<file path="src/rtl/wos_pkg.sv">
package wos_pkg;
    localparam int PC_W    = 4;
    localparam int INSTR_W = 9;

    typedef enum logic {
        ST_OPEN   = 1'b0,
        ST_LOCKED = 1'b1
    } lock_state_e;
endpackage

</file>
<file path="src/rtl/wos_pc_ctr.sv">
module wos_pc_ctr #(
    parameter int W = 4
) (
    input  logic         clk,
    input  logic         rst_n,
    output logic [W-1:0] pc_o
);
    logic [W-1:0] cnt_q;

    // Free-running counter; natural overflow gives the wrap to zero.
    always_ff @(posedge clk or negedge rst_n) begin
        if (!rst_n) cnt_q <= '0;
        else        cnt_q <= cnt_q + W'(1);
    end

    assign pc_o = cnt_q;
endmodule

</file>
<file path="src/rtl/wos_row_dec.sv">
module wos_row_dec #(
    parameter int AW = 4,
    localparam int N = 1 << AW
) (
    input  logic [AW-1:0] addr,
    output logic [N-1:0]  sel_o
);
    for (genvar i = 0; i < N; i++) begin : g_line
        assign sel_o[i] = (addr == AW'(i));
    end
endmodule

</file>
<file path="src/rtl/wos_cell_array.sv">
module wos_cell_array #(
    parameter int W = 9,
    parameter int N = 16
) (
    input  logic         clk,
    input  logic         wr_en,
    input  logic [N-1:0] wr_sel,
    input  logic [W-1:0] wr_mask,
    input  logic [N-1:0] rd_sel,
    output logic [W-1:0] rd_data
);
    logic [W-1:0] gated [N];

    for (genvar r = 0; r < N; r++) begin : g_row
        // Factory-fresh state is all ones; cells are never reset.
        logic [W-1:0] row_q = '1;

        always_ff @(posedge clk) begin
            if (wr_en && wr_sel[r]) row_q <= row_q & ~wr_mask;
        end

        assign gated[r] = rd_sel[r] ? row_q : '0;
    end

    // Wired-OR style read of the single selected row.
    always_comb begin
        rd_data = '0;
        for (int r = 0; r < N; r++) rd_data = rd_data | gated[r];
    end
endmodule

</file>
<file path="src/rtl/wos_fetch_seq.sv">
module wos_fetch_seq
    import wos_pkg::*;
#(
    parameter int PC_W    = wos_pkg::PC_W,
    parameter int INSTR_W = wos_pkg::INSTR_W,
    localparam int ROWS   = 1 << PC_W
) (
    input  logic               clk,
    input  logic               rst_n,
    input  logic               prog_we,
    input  logic [PC_W-1:0]    prog_row,
    input  logic [INSTR_W-1:0] prog_mask,
    input  logic               lock_req,
    output logic [PC_W-1:0]    pc_out,
    output logic [ROWS-1:0]    row_sel,
    output logic [INSTR_W-1:0] instr_out,
    output logic               locked
);
    lock_state_e        state_q, state_d;
    logic               wr_ok;
    logic [ROWS-1:0]    wr_sel;
    logic [INSTR_W-1:0] rd_word;
    logic [INSTR_W-1:0] ir_q;

    wos_pc_ctr #(.W(PC_W)) u_pc (
        .clk  (clk),
        .rst_n(rst_n),
        .pc_o (pc_out)
    );

    wos_row_dec #(.AW(PC_W)) u_rd_dec (
        .addr (pc_out),
        .sel_o(row_sel)
    );

    wos_row_dec #(.AW(PC_W)) u_wr_dec (
        .addr (prog_row),
        .sel_o(wr_sel)
    );

    wos_cell_array #(.W(INSTR_W), .N(ROWS)) u_cells (
        .clk    (clk),
        .wr_en  (wr_ok),
        .wr_sel (wr_sel),
        .wr_mask(prog_mask),
        .rd_sel (row_sel),
        .rd_data(rd_word)
    );

    // Lock controller: state register
    always_ff @(posedge clk or negedge rst_n) begin
        if (!rst_n) state_q <= ST_OPEN;
        else        state_q <= state_d;
    end

    // Lock controller: next state
    always_comb begin
        state_d = state_q;
        unique case (state_q)
            ST_OPEN:   if (lock_req) state_d = ST_LOCKED;
            ST_LOCKED: state_d = ST_LOCKED;
        endcase
    end

    // Lock controller: outputs
    always_comb begin
        wr_ok  = 1'b0;
        locked = 1'b0;
        unique case (state_q)
            ST_OPEN:   wr_ok  = prog_we && !lock_req;
            ST_LOCKED: locked = 1'b1;
        endcase
    end

    // Instruction register; all ones is the no-operation word.
    always_ff @(posedge clk or negedge rst_n) begin
        if (!rst_n) ir_q <= '1;
        else        ir_q <= rd_word;
    end

    assign instr_out = ir_q;
endmodule

</file>
<file path="config.mk">
export PLATFORM = sky130hd
export DESIGN_NAME = wos_fetch_seq
export DESIGN_NICKNAME = d
export VERILOG_FILES = /design/src/rtl/wos_pkg.sv /design/src/rtl/wos_pc_ctr.sv /design/src/rtl/wos_row_dec.sv /design/src/rtl/wos_cell_array.sv /design/src/rtl/wos_fetch_seq.sv
export SDC_FILE = /design/constraint.sdc
export NUM_CORES = 1
export LEC_CHECK = 0
export BUFFER_PORTS_ARGS = -buffer_cell sky130_fd_sc_hd__buf_2
export CAP_MARGIN = 30
export CELL_PAD_IN_SITES_DETAIL_PLACEMENT = 1
export CELL_PAD_IN_SITES_GLOBAL_PLACEMENT = 2
export CORE_MARGIN = 2
export CORE_UTILIZATION = 30
export DETAILED_ROUTE_END_ITERATION = 10
export PLACE_DENSITY_LB_ADDON = 0.1
export SETUP_SLACK_MARGIN = 0.5
export SYNTH_ARGS = -nofsm -noshare
export SYNTH_HDL_FRONTEND = slang
export SYNTH_SLANG_ARGS = --single-unit
</file>
<file path="constraint.sdc">
create_clock -name clk -period 2.86 [get_ports clk]
set_clock_uncertainty 0.1 [all_clocks]
set_input_delay 0 -clock clk [delete_from_list [all_inputs] [get_ports clk]]
set_output_delay 0 -clock clk [all_outputs]
set_load 0.02 [all_outputs]
</file>
---- Yosys cells after proc, flatten, opt, wreduce, memory -nomap -nowiden ----
Index checks and enable logic that the tools add are counted.
storage, ports and cells
  bits of input ports ..................... 17
  output and inout bits ................... 30
  bits in registers ....................... 158
  ROM bits ................................ 0
  logic and storage cells ................. 123
  latch bits .............................. 0
  memories kept ........................... 0
  RAM bits ................................ 0
operators by class
  eq/ne operators ......................... 30
  mux-type cells .......................... 20
  multiply operators ...................... 0
  $lt $le $gt $ge ......................... 0
  $add $sub $neg .......................... 1
  bitwise logic cells ..................... 33
  divide/modulo/power cells ............... 0
  shift-type cells ........................ 0
  reduce and logical (&&, ||, !) cells .... 20
operator list
  cell                 number
  $and 9x9->9          16
  $mux 9               16
  $or 9x9->9           15
  $eq 4x4->1 const B   16
  $eq 4x3->1 const B   8
  $logic_and 1x1->1    17
  $eq 4x2->1 const B   4
  $not 9->9            1
  $eq 4x1->1 const B   2
  $logic_not 4->1      2
  $add 4x1->4 const B  1
  $mux 1               3
  $pmux 1 s2           1
  $logic_not 1->1      1
  $not 1->1            1

---- Depth between registers and ports, before layout ----
Gate-level depths: netlist of run 1.
  depth after elaboration ................. 17
  depth in mapped cells ................... 8
  depth with buffers taken out ............ 6

---- Cells and area by module ----
A second synthesis of run 1 with hierarchy kept.
second synthesis, totals
  cells, all modules ...................... 472
  area, all modules ....................... 7068.0 µm²
modules (own cells, without submodules)
  module          cells an instance  area an instance (µm²)  seq. area each (µm²)  times used
  wos_cell_array  411                6195.9                  4324.1                1
  wos_row_dec     20                 226.5                   0.0                   2
  wos_fetch_seq   12                 275.3                   261.5                 1
  wos_pc_ctr      9                  143.9                   100.1                 1

---- Worst setup path before layout of run 1 ----
No wires, ideal clock.
  path type ............................... register to register
  start ................................... register state_q
  end ..................................... register u_cells.g_row[0].row_q[0], enable pin
  library setup time ...................... 0.387 ns
  cell stages (with the launch flop) ...... 5
  path slack .............................. 0.663 ns
  arrival ................................. 1.710 ns
  clock period less this slack ............ 2.197 ns
  path buffers ............................ 0
  cells stage by stage .................... dfrtp_1 -> nor2_2 -> nand2_1 -> or3_1 -> nor3_1
on the way
  cells in the longest elaborated chain, start to end .. 2
ends and longest elaborated chain
  item                      line                  source
  start: declaration        wos_fetch_seq.sv:19   lock_state_e state_q, state_d;
  start signal: assignment  wos_fetch_seq.sv:53   else state_q <= state_d;
  $mux 1                    wos_fetch_seq.sv:69   unique case (state_q)
  $logic_and 1x1->1         wos_cell_array.sv:19  if (wr_en && wr_sel[r]) row_q <= row_q & ~wr_mask;
  end signal: assignment    wos_cell_array.sv:19
  end: declaration          wos_cell_array.sv:16  logic [W-1:0] row_q = '1;
Every way passes these cells.
A chain may end at the register's enable or synchronous reset.

---- Worst setup path in the final report of run 1 ----
  start ................................... register u_pc.cnt_q[0], in the netlist u_pc.pc_o[0]
  end ..................................... output row_sel[0]
on the way
  cells in the longest elaborated chain, start to end .. 1
ends and longest elaborated chain
  item                      line                 source
  start: declaration        wos_pc_ctr.sv:8      logic [W-1:0] cnt_q;
  start signal: assignment  wos_pc_ctr.sv:13     else cnt_q <= cnt_q + W'(1);
  $logic_not 4->1           wos_row_dec.sv:9     assign sel_o[i] = (addr == AW'(i));
  end: declaration          wos_fetch_seq.sv:15  output logic [ROWS-1:0] row_sel,
Every way passes these cells.

==> results of run 1 <==
-- area by class of cell --
| class | count | area, µm² | area share (%) |
|---|---|---|---|
| tap | 313 | 392 | 4.67 |
| clock buffer | 19 | 443 | 5.29 |
| timing repair buffer | 84 | 562 | 6.71 |
| inverter | 7 | 26.3 | 0.314 |
| sequential | 158 | 4690 | 55.9 |
| clock inverter | 13 | 140 | 1.67 |
| multi-input combinational | 340 | 2130 | 25.4 |
-- critical path, cell delays in order, from the launching register on --
cell	delay, ns
sky130_fd_sc_hd__dfrtp_1	0.43
sky130_fd_sc_hd__inv_1	0.12
sky130_fd_sc_hd__ha_1	0.21
sky130_fd_sc_hd__buf_6	0.27
sky130_fd_sc_hd__inv_1	0.15
sky130_fd_sc_hd__nor3_1	0.30
sky130_fd_sc_hd__buf_2	0.24
-- cells by family after synthesis --
kind of cell             share of synthesized area, %
AO/OA/AOI/OAI                                    10.7
XOR/XNOR                                        0.250
adder cells (fa/ha/maj)                         0.714
buffers and inverters                            2.80
flip-flops                                       66.9
multiplexers                                     1.14
AND/OR/NAND/NOR                                  17.5
-- Yosys cell counts (all sizes together) --
| library cell | instances |
|---|---|
| nand2b | 5 |
| ha | 4 |
| a311oi | 1 |
| o22ai | 8 |
| a22oi | 36 |
| or3 | 1 |
| mux2i | 8 |
| nor2 | 43 |
| nand3 | 1 |
| nor2b | 144 |
| dfrtp | 5 |
| xor2 | 1 |
| nand4b | 2 |
| a222oi | 2 |
| edfxtp | 144 |
| dfstp | 9 |
| a21oi | 27 |
| o21ai | 1 |
| and2 | 1 |
| buf | 21 |
| nand4 | 1 |
| inv | 7 |
| o211ai | 8 |
| nor3 | 7 |
| xnor2 | 1 |
| a211oi | 8 |
| nand2 | 14 |
| clkbuf | 11 |
| a22o | 16 |
-- power breakdown --
part	leakage, nW	switching [mW]	internal (mW)
Sequential	1.47	0.0000000000000000684	2.50
Clock	0.276	0.965	1.31
Combinational	1.11	0.0693	0.0336
-- path summary, 6_finish.rpt --
| check | from | endpoint | cells after the start | slack [ns] |
|---|---|---|---|---|
| worst max-delay path | u_pc.pc_o[0] | row_sel[0] | 6 | 0.63 |
| worst min-delay path | prog_row[2] | u_cells.g_row[2].row_q[2] | 3 | 0.06 |
| worst max register to register | u_pc.pc_o[0] | instr_out[8] | 7 | 0.83 |
| worst min register to register | u_cells.g_row[9].row_q[2] | instr_out[2] | 2 | 0.43 |
| max in group asynchronous | rst_n | u_pc.pc_o[2] | 3 | 1.63 |
| min in group asynchronous | rst_n | instr_out[4] | 2 | 0.17 |
-- metal layers --
metal	vias up	routed length, µm
met4	0	194
li1	2091	-
met3	15	804
met2	87	9860
met5	-	0
met1	2365	10200
-- sequential cells by signal, indices dropped and copies added (netlist names) --
| name | cells |
|---|---|
| u_pc.pc_o | 4 |
| u_cells.g_row.row_q | 144 |
| state_q | 1 |
| instr_out | 9 |
-- per-stage QoR --
| step | hold WS (ns) | cell area [µm²] |
|---|---|---|
| 6_report | 0.0594 | 8380 |
| 5_1_grt | 0.0748 | 8380 |
| 4_1_cts | 0.0403 | 8370 |
| 3_5_place_dp | -0.114 | 7670 |
| 3_3_place_gp | -0.115 | 7670 |
| 2_1_floorplan | -0.396 | 7010 |
-- timing repair --
item	4_1_cts	5_1_grt
hold buffers	12	0
endpoints found under the setup margin	0	2
resized for setup	0	2
endpoints found under the hold margin	126	0
==> summary.md, run 1 <==
Of all cell types, the one taking the most synthesized area is sky130_fd_sc_hd__edfxtp_1. The cell sitting at the root of the clock tree is a sky130_fd_sc_hd__clkbuf_16. The number of hold violations in the final report is 0, and the post-synthesis sequential area ratio is 66.9%. Power spread over the standard cell area amounts to 583 nW/µm².

The register bit count reported by yosys is 158, and the met2 demand-to-capacity share in global routing is 28.2%. TritonCTS built the clock tree. The number of fillers in the final layout is 2414, and the max-capacitance violation count is 0.

The count of unique library cells instantiated by Yosys is 33, and the final instance count without filler cells is 934. Headroom to the max-slew limit came out at 64.4%. The tools report the final wirelength as 21.1 mm.

Counting every instance in the synthesized netlist gives 537. The effective utilization at floorplan is 30.8%, and the CTS sink count is 158. After routing, the total negative slack on setup checks comes to 0 ns. In this run, the number of DRC markers left after iteration 0 of detailed routing was 300. Fraction of final layout cells with drive strength greater than 1: 18.7%. Wire length per cell after detailed routing: 22.6 µm. The mapped netlist covers 7010 µm². The global-route wire length before repair is 32.1 mm, and the total vias in the final route is 4558. The tools report the via count of the first global-routing pass as 4923.

The global routing stage identified its most utilized layer as met2. The worst path needs 2.23 ns of the cycle, external delays included. After synthesis, the mean cell area works out to 13.1 µm².

The run gives 55 as the placement row count. Clock-pin slew was measured on the worst setup and hold paths at 0.07 ns. The arrival time of the worst setup path is 2.13 ns.

The number of routed nets with antenna violations was 0; the number of slew-limit violations in the final report was 0. In the post-route analysis, the smallest setup slack over all paths is 0.629 ns. The run finished with clean final reports. The congestion estimate from routability-driven global placement came to 0.764.

Largest driver fanout on the critical path: 28. After legalization and detailed placement, the total HPWL measured 14.1 mm. Global routing consumed, on the met1 layer, 26.3% of the routing resources. In the layout the commonest cells are 144 x sky130_fd_sc_hd__nor2b_1, 144 x sky130_fd_sc_hd__edfxtp_1, 46 x sky130_fd_sc_hd__buf_2. The number of buffers inserted to repair setup after CTS is 0, and the height of the chip is 157 µm. Across the VDD grid, the largest voltage drop is 0.000338 V. The pre-CTS setup slack is 0.854 ns.

For the residual overflow from global routing, the log shows 0. After synthesis, the cell types taking the most area are sky130_fd_sc_hd__edfxtp_1 62%, sky130_fd_sc_hd__nor2b_1 13%, sky130_fd_sc_hd__a22oi_1 3.9%. The first detailed-routing pass ran for 4 iterations. The final core utilization is 36.8%, and the share of the synthesized area in the top cell type is 61.7%. During placement, the flow inserted port buffers numbering 46. In the routed layout, each cell is associated on average with a via count of 4.88. During synthesis, Yosys emitted a total of 0 warnings.

The floorplan step set the die width to 157 µm. Kind of end point of the critical path: an output port. After detailed routing, the number of remaining DRC violations is 0. Area overhead of the layout relative to synthesis: 19.5%. Entering global routing, the biggest net connects 38 pins. The tools report the initial antenna violation count as 0.

Of the available clock period, the critical path in the final layout requires 78.0%. At the pin with the least slew margin, the transition time is 0.534 ns. The net count of the finished layout is 629. The core region is 22800 µm². The floorplan step defined a die boundary enclosing 24600 µm². Setup violations remaining at the end of the flow were counted as 0. The number of buffers added by the clock tree synthesis step is 17. The count of boundary I/O pins was 47. The critical path in this run is classified as reg -> out.

For the worst setup path, the data required time is 2.76 ns. The logs give 0.43 ns for the insertion delay to the later sink of the worst-skew pair and 4.88 mW for the total design power. The tools report the deepest level of the CTS H-tree as 4.

For met3 alone, demand over resource in global routing was 2.77%. The number of diodes is 0. The number of nets produced by synthesis came out at 558. Setup repair after global routing left no endpoint under its margin. Counting along the longest clock path gives a buffer depth of 2. The tools report the placed instance count as 890. Launching element type of the critical path: a flop. The tightest min-delay check is of the in -> reg type. The static power due to leakage was 2.85 nW; the achievable clock frequency was 448 MHz. The overall global routing resource usage came out at 18.0%.
(Power assumes the default switching activity.)
==> run 2: changes to the inputs <==
==> constraint.sdc (replaced) <==
create_clock -name clk -period 2 [get_ports clk]
set_clock_uncertainty 0.1 [all_clocks]
set_input_delay 0 -clock clk [delete_from_list [all_inputs] [get_ports clk]]
set_output_delay 0 -clock clk [all_outputs]
set_load 0.02 [all_outputs]
==> run 2 against run 1 <==
  * Sequential power increased by 43%
  * Via count rose by 6.6%
  * Clock power increased by 50%
  * Global-route usage grew 2.1 points
  * Clock-buffer cell count grew 1
  * Critical endpoint is now instr_out[0]
  * Critical path type is now reg -> reg
  * First-iteration DRC count up 4.0%
  * Critical path depth rose by 2
  * Utilization is 6.5 points higher
==> summary.md, run 2 (synthesis gave the netlist of run 1 again) <==
The via count of the first global-routing pass is 5216 (was 4923), and the post-route fraction of the period consumed by the critical path is 97.6%. The max-capacitance violation count came out at 0 (unchanged). The tools report the number of buffers added by the clock tree synthesis step as 17 (unchanged).

The standard cell with the maximum stage delay on the critical path is sky130_fd_sc_hd__dfrtp_2 (was sky130_fd_sc_hd__dfrtp_1). The insertion delay to the later sink of the worst-skew pair is 0.42 ns (was 0.43 ns). List of cells traversed by the critical path: buf_6, ha_4, buf_12, buf_4, a22oi_2, a21oi_2, a211oi_2, o211ai_1 (was inv_1, ha_1, buf_6, inv_1, nor3_1, buf_2).

Counting I/O delays and the setup requirement, the final critical path takes 1.95 ns. The final core utilization was 43.3% (was 36.8%). The static power due to leakage is 3.35 nW (was 2.85 nW), and the post-layout net count is 688 (was 629). For the number of buffers on the longest clock path, the log shows 2 (unchanged). The logs give 8020 µm² (was 7670 µm²) for the placed cell area and 312 (was 300) for the iteration-0 DRC count of the detailed router. Most frequent cells in the layout: 144 x sky130_fd_sc_hd__nor2b_1, 144 x sky130_fd_sc_hd__edfxtp_1, 46 x sky130_fd_sc_hd__buf_4 (was 144 x sky130_fd_sc_hd__nor2b_1, 144 x sky130_fd_sc_hd__edfxtp_1, 46 x sky130_fd_sc_hd__buf_2). The horizontal die dimension is 157 µm (unchanged), and the placement row count is 55 (unchanged).

The deepest level of the CTS H-tree is 4 (unchanged), and the met3 layer wire length in the routed design is 919 µm (was 804 µm). The fraction of final layout cells with drive strength greater than 1 was 39.9% (was 18.7%); the met2 routed wirelength was 11.7 mm (was 9.86 mm). Setup repair after global routing could not meet its margin everywhere.

Maximum number of pins on one net before global-route repair: 20 (was 38). The transition time at the pin with the least slew margin is 0.508 ns (was 0.534 ns). The flow ran to the end, and the final reports show no timing, DRC or antenna violations. The kind of end point of the critical path was a flop (was an output port). The number of fillers in the final layout was 2311 (was 2414); the number of diodes was 0 (unchanged). The worst hold path cell count was 2 (was 3); the count of boundary I/O pins was 47 (unchanged). Class of the most critical hold timing path: in -> reg (unchanged). The total vias in the final route is 4861 (was 4558), and the wire length per cell after detailed routing is 23.9 µm (was 22.6 µm). The effective utilization at floorplan is 30.8% (unchanged), and the setup-violating endpoint count in the final report is 0 (unchanged). The number of slew-limit violations in the final report was 0 (unchanged). Reg-to-reg endpoint: instr_out[0] (was instr_out[8]). The run gives 35.0 mm (was 32.1 mm) as the global-route wire length before repair.

The height of the chip is 157 µm (unchanged), and the largest driver fanout on the critical path is 8 (was 28). For the reg-to-reg setup timing slack, the log shows 0.05 ns (was 0.83 ns). The tools report the estimated wirelength of the detail-placed design as 14.7 mm (was 14.1 mm).

The tools report the launching element type of the critical path as a flop (unchanged). The startpoint of the lowest-slack register-to-register path is u_pc.pc_o[1] (was u_pc.pc_o[0]). The final instance area is 9870 µm² (was 8380 µm²). The peak per-stage delay on the critical path works out to 0.47 ns (was 0.43 ns). TritonCTS built the clock tree. The CTS sink count is 158 (unchanged). The length of routed wiring on met1 is 10.8 mm (was 10.2 mm), and the area overhead of the layout relative to synthesis is 40.8% (was 19.5%). The flip-flop count of the largest register after layout works out to 144 (unchanged). The count of cells along the worst register-to-register path was 8 (was 7); the final weighted congestion in routability-driven placement was 0.792 (was 0.764). For the achievable clock frequency, the log shows 512 MHz. The number of vias per cell after detailed routing was 4.90 (was 4.88).

The cell area power density is 725 nW/µm² (was 583 nW/µm²), and the final wirelength is 23.7 mm (was 21.1 mm). The run gives 0 (unchanged) as the number of hold violations in the final report. The kind of critical path was reg -> reg (was reg -> out). The tools report the overall die area as 24600 µm² (unchanged). The overall global routing resource usage came out at 20.1% (was 18.0%). The uppermost layer routed was met4 (unchanged). The tools report the final sum of negative setup slack as 0 ns (unchanged).

The endpoint of the worst hold path is u_cells.g_row[6].row_q[7] (was u_cells.g_row[2].row_q[2]). The logs give 0 (unchanged) for the number of routed nets with antenna violations and 0 (unchanged) for the initial antenna violation count. The data required time at the worst endpoint was 2.23 ns (was 2.76 ns). The most flop-heavy register was u_cells.g_row.row_q (unchanged). The headroom to the max-slew limit was 66.1% (was 64.4%).

The post-detailed-route DRC marker count was 0 (unchanged). The run gives 2.19 ns (was 2.13 ns) as the arrival time of the worst setup path. The tools report the core outline area as 22800 µm² (unchanged). The clock-pin slew of the registers on the worst-case setup and hold paths works out to 0.07 ns (about the same). The tools report the startpoint of the tightest hold check path as prog_mask[7] (was prog_row[2]).

The tools report the worst voltage drop across the vdd grid as 0.000495 V (was 0.000338 V). The run gives 0 (unchanged) as the residual overflow from global routing. Cell at the root of the clock tree: sky130_fd_sc_hd__clkbuf_16 (unchanged).

Count of buffers inserted at the top-level ports: 46 (unchanged). Detailed-router iteration count before antenna repair: 4 (unchanged).
-- run 2: changes by cell type in the layout (fill, tap and decap cells not counted), moves of 10 or more --
cell	previous run	this run
sky130_fd_sc_hd__buf_6	1	38
sky130_fd_sc_hd__a22oi_1	36	12
sky130_fd_sc_hd__a22oi_2	0	24
sky130_fd_sc_hd__nor2_4	0	24
sky130_fd_sc_hd__buf_4	24	46
sky130_fd_sc_hd__nor2_1	41	19
sky130_fd_sc_hd__buf_12	1	19
sky130_fd_sc_hd__buf_2	46	30
sky130_fd_sc_hd__a21oi_1	27	17
sky130_fd_sc_hd__a21oi_2	0	10
-- run 2: cell type report --
cell class | count | area (µm²) | area share, %
Inverter | 7 | 51.3 | 0.520
Tap cell | 313 | 392 | 3.97
Clock buffer | 20 | 457 | 4.63
Multi-Input combinational cell | 340 | 2670 | 27.0
Sequential cell | 158 | 4690 | 47.5
Timing Repair Buffer | 143 | 1450 | 14.7
Clock inverter | 12 | 159 | 1.61
-- run 2: per-stage QoR --
| step | worst slack (ns) | power (mW) | instances | hold slack, ns |
|---|---|---|---|---|
| after detailed placement | 0.0195 | 3.80 | 894 | -0.146 |
| final | 0.0479 | 7.16 | 993 | 0.00298 |
| after floorplan | 0.149 | 3.71 | 537 | -0.396 |
| after CTS | 0.0755 | 7.23 | 980 | 0.00128 |
| after global placement | 0.0262 | 3.79 | 894 | -0.144 |
| after global routing | -0.0100 | 7.37 | 993 | 0.00437 |
-- run 2: worst max-delay path: cells and delay by family (launching register included) --
kind | cells | cell delay (ns)
buf+inv | 3 | 0.44
compound gates | 4 | 0.64
flops | 1 | 0.47
fa+ha+maj | 1 | 0.21
-- run 2: how the worst max path moves through the flow --
| stage | endpoint | slack (ns) | start | cells after the start |
|---|---|---|---|---|
| floorplan | u_cells.g_row[0].row_q[0] | 0.15 | state_q | 4 |
| global placement | instr_out[8] | 0.03 | u_pc.pc_o[1] | 7 |
| detailed placement | instr_out[5] | 0.02 | u_pc.pc_o[1] | 6 |
| CTS | instr_out[8] | 0.08 | u_pc.pc_o[0] | 7 |
| global route | instr_out[5] | -0.01 | u_pc.pc_o[0] | 7 |
| finish | instr_out[0] | 0.05 | u_pc.pc_o[1] | 8 |
-- run 2: repair_timing --
action / in CTS / in global routing
buffers inserted: 43 / 13
hold buffers: 5 / 0
setup endpoints to repair: 171 / 171
pin swaps: 23 / 21
gates resized for setup: 94 / 48
endpoints found under the hold margin: 36 / 0
gates cloned: 6 / 0
-- run 2: metal layers --
layer / vias to the layer above / global-route usage [%]
met5: - / 0
met4: 0 / 5.29
met3: 11 / 3.82
met2: 87 / 33.0
met1: 2534 / 27.3
li1: 2229 / -
-- run 2: report_power, final --
| group | internal, mW | switching, mW |
|---|---|---|
| registers | 3.58 | 0.000000000000000119 |
| clock network | 2.04 | 1.38 |
| logic | 0.0395 | 0.120 |
| total | 5.66 | 1.50 |
==> run 3: changes to the inputs <==
--- a/config.mk
+++ b/config.mk
@@ -13,7 +13,7 @@
 export CORE_UTILIZATION = 30
 export DETAILED_ROUTE_END_ITERATION = 10
 export PLACE_DENSITY_LB_ADDON = 0.1
-export SETUP_SLACK_MARGIN = 0.5
+export SETUP_SLACK_MARGIN = 0.3
 export SYNTH_ARGS = -nofsm -noshare
 export SYNTH_HDL_FRONTEND = slang
 export SYNTH_SLANG_ARGS = --single-unit
==> run 3 against run 2 <==
  * Setup slack worse by 0.031 ns
  * Non-clock buffer count is 5 higher
  * Routed wire length down 0.97%
  * Design area up 0.27%
  * Sequential power is essentially flat
  * Maximum frequency decreased by 1.5%
  * Clock power fell by 3%
  * Sequential share of layout area down 0.11 points
  * Register-to-register slack worse by 0.03 ns
==> summary.md, run 3 (synthesis gave the netlist of run 1 again) <==
The fraction of final layout cells with drive strength greater than 1 works out to 40.4% (was 39.9%). The logs give 47 (unchanged) for the count of boundary I/O pins and 22800 µm² (unchanged) for the core outline area. The maximum number of pins on one net before global-route repair was 18 (was 20). The run gives 0.775 (was 0.792) as the final weighted congestion in routability-driven placement.

The count of buffers inserted at the top-level ports was 46 (unchanged). The total vias in the final route is 4974 (was 4861). CTS sink count: 158 (unchanged).

The net load switching power came out at 1.54 mW (was 1.50 mW). Sequential group share of total power: 50.6% (was 50.0%). The tools report the residual overflow from global routing as 0 (unchanged). The standard cell with the maximum stage delay on the critical path is sky130_fd_sc_hd__dfrtp_2 (unchanged).

For the data required time at the worst endpoint, the log shows 2.23 ns (about the same). TritonCTS built the clock tree. Fraction of power consumed by the clock network: 47.1% (was 47.8%).

The global-route wire length before repair is 33.6 mm (was 35.0 mm), and the area overhead of the layout relative to synthesis is 41.2% (was 40.8%). The cell at the root of the clock tree was sky130_fd_sc_hd__clkbuf_16 (unchanged). For the number of hold violations in the final report, the log shows 0 (unchanged). For the overall die area, the log shows 24600 µm² (unchanged). The number of vias per cell after detailed routing is 4.98 (was 4.90). The tools report the number of routed nets with antenna violations as 0 (unchanged). Uppermost layer routed: met4 (unchanged).

The kind of end point of the critical path is a flop (unchanged). Wire length per cell after detailed routing: 23.5 µm (was 23.9 µm). The number of diodes came out at 0 (unchanged). The run gives 2.3% (was 2.2%) as the logic gate share of total power. Estimated wirelength of the detail-placed design: 14.2 mm (was 14.7 mm).

The arrival time of the worst setup path is 2.21 ns (was 2.19 ns). The run gives 68.2% (was 66.1%) as the headroom to the max-slew limit. The clock-pin slew of the registers on the worst-case setup and hold paths came out at 0.07 ns (about the same). The switching share of total power came out at 21.8% (was 21.0%). The static power due to leakage is 3.35 nW (about the same), and the transition time at the pin with the least slew margin is 0.478 ns (was 0.508 ns). The length of routed wiring on met1 is 10.9 mm (was 10.8 mm).

The post-route fraction of the period consumed by the critical path works out to 99.1% (was 97.6%). The reg-to-reg setup timing slack is 0.02 ns (was 0.05 ns). Number of slew-limit violations in the final report: 0 (unchanged). The cell area power density was 714 nW/µm² (was 725 nW/µm²).

List of cells traversed by the critical path: inv_4, ha_4, buf_12, buf_12, a222oi_1, nor2_1, a21oi_1, o21ai_1 (was buf_6, ha_4, buf_12, buf_4, a22oi_2, a21oi_2, a211oi_2, o211ai_1). Most frequent cells in the layout: 144 x sky130_fd_sc_hd__nor2b_1, 144 x sky130_fd_sc_hd__edfxtp_1, 48 x sky130_fd_sc_hd__buf_4 (was 144 x sky130_fd_sc_hd__nor2b_1, 144 x sky130_fd_sc_hd__edfxtp_1, 46 x sky130_fd_sc_hd__buf_4). The launching element type of the critical path was a flop (unchanged). The worst voltage drop across the vdd grid came out at 0.000522 V (was 0.000495 V). The insertion delay to the later sink of the worst-skew pair was 0.43 ns (was 0.42 ns).

The most flop-heavy register was u_cells.g_row.row_q (unchanged). The run gives 5076 (was 5216) as the via count of the first global-routing pass. Final wirelength: 23.5 mm (was 23.7 mm). The run gives 0 (unchanged) as the post-detailed-route DRC marker count.

Kind of critical path: reg -> reg (unchanged). The minimum setup slack in the final design is 0.0174 ns (was 0.0479 ns). The pre-CTS setup slack came out at -0.0169 ns (was 0.0195 ns).

The run gives 43.4% (was 43.3%) as the final core utilization. Critical path's most frequent cell: sky130_fd_sc_hd__buf_12. The flip-flop count of the largest register after layout was 144 (unchanged); the number of buffers added by the clock tree synthesis step was 17 (unchanged). The tools report the setup-violating endpoint count in the final report as 0 (unchanged).

The tools report the met3 layer wire length in the routed design as 844 µm (was 919 µm). The internal power contribution came out at 5.52 mW (was 5.66 mW). The horizontal die dimension is 157 µm (unchanged). Placement row count: 55 (unchanged). The run gives 0 (unchanged) as the initial antenna violation count. The tools report the deepest level of the CTS H-tree as 4 (unchanged).

The class of the most critical hold timing path is in -> reg (unchanged). The placed instance count is 895 (was 894), and the iteration-0 DRC count of the detailed router is 330 (was 312). The peak per-stage delay on the critical path works out to 0.46 ns (was 0.47 ns).

The final instance count without filler cells was 999 (was 993). The tools report the placed cell area as 7890 µm² (was 8020 µm²). The run finished with clean final reports. The logs give 2 (unchanged) for the number of buffers on the longest clock path and 19.2% (was 20.1%) for the overall global routing resource usage. Setup repair after global routing could not meet its margin everywhere.

Largest driver fanout on the critical path: 6 (was 8). The post-layout net count is 694 (was 688), and the achievable clock frequency is 504 MHz (was 512 MHz). The post-layout minimum cycle time is 1.98 ns (was 1.95 ns).

The effective utilization at floorplan was 30.8% (unchanged). The tools report the final instance area as 9900 µm² (was 9870 µm²). The height of the chip is 157 µm (unchanged). The logs give 0 (unchanged) for the max-capacitance violation count and 4 (unchanged) for the detailed-router iteration count before antenna repair.

The met2 routed wirelength came out at 11.2 mm (was 11.7 mm).
[run 3: cell count changes in the layout (fill, tap and decap cells not counted), sizes merged]
| cell | change |
|---|---|
| clkinvlp | +1 |
| bufinv | -1 |
| clkinv | +1 |
| buf | -3 |
| dlygate4sd3 | +7 |
| nand2b | +1 |
[run 3: final timing paths]
kind	start	endpoint	cells after the start
max in group asynchronous	rst_n	u_pc.pc_o[0]	3
max	u_pc.pc_o[1]	instr_out[8]	8
min in group asynchronous	rst_n	instr_out[7]	2
min	prog_row[2]	u_cells.g_row[3].row_q[5]	3
min reg2reg	u_pc.pc_o[0]	u_pc.pc_o[0]	1
max reg2reg	u_pc.pc_o[1]	instr_out[8]	8
[run 3: final cells by class]
| class | count | area, µm² |
|---|---|---|
| tap | 313 | 392 |
| clock inverter | 13 | 156 |
| inverter | 7 | 45.0 |
| clock buffer | 19 | 443 |
| fill | 2305 | 12900 |
| timing repair buffer | 148 | 1490 |
| sequential | 158 | 4690 |
| multi-input combinational | 341 | 2670 |
[run 3: stage by stage]
step           TNS [ns]  hold slack [ns]  total power [mW]
6_report              0           0.0905              7.06
5_1_grt         -0.0276            0.109              7.27
4_1_cts               0           0.0146              7.15
3_5_place_dp    -0.0169           -0.136              3.79
3_3_place_gp          0           -0.134              3.78
2_1_floorplan         0           -0.396              3.71
[run 3: power by group through the flow]
stage	clock network, mW	registers [mW]	logic [mW]
6_report	3.33	3.58	0.162
5_1_grt	3.52	3.57	0.181
4_1_cts	3.41	3.57	0.160
3_5_place_dp	0	3.65	0.140
3_3_place_gp	0	3.65	0.134
2_1_floorplan	0	3.65	0.0609
[run 3: what timing repair did]
item / 4_1_cts / 5_1_grt
resized for setup: 66 / 107
endpoints found under the setup margin: 170 / 141
hold buffers: 12 / 0
setup buffers: 25 / 25
pin swaps: 25 / 31
endpoints found under the hold margin: 141 / 0
gates cloned: 3 / 7
[run 3: routing by layer]
| metal | vias to the layer above | track usage (%) |
|---|---|---|
| met5 | - | 0 |
| met4 | 0 | 6.55 |
| met3 | 35 | 3.52 |
| met2 | 96 | 31.0 |
| met1 | 2603 | 25.9 |
| li1 | 2240 | - |
[run 3: worst max-delay path: cells and delay by family, from the launching register on]
family / cells / cell delay (ns)
AOI/OAI and AO/OA: 3 / 0.71
adders and majority gates: 1 / 0.17
buffers and inverters: 3 / 0.32
DFF: 1 / 0.46
and+or+nand+nor: 1 / 0.10
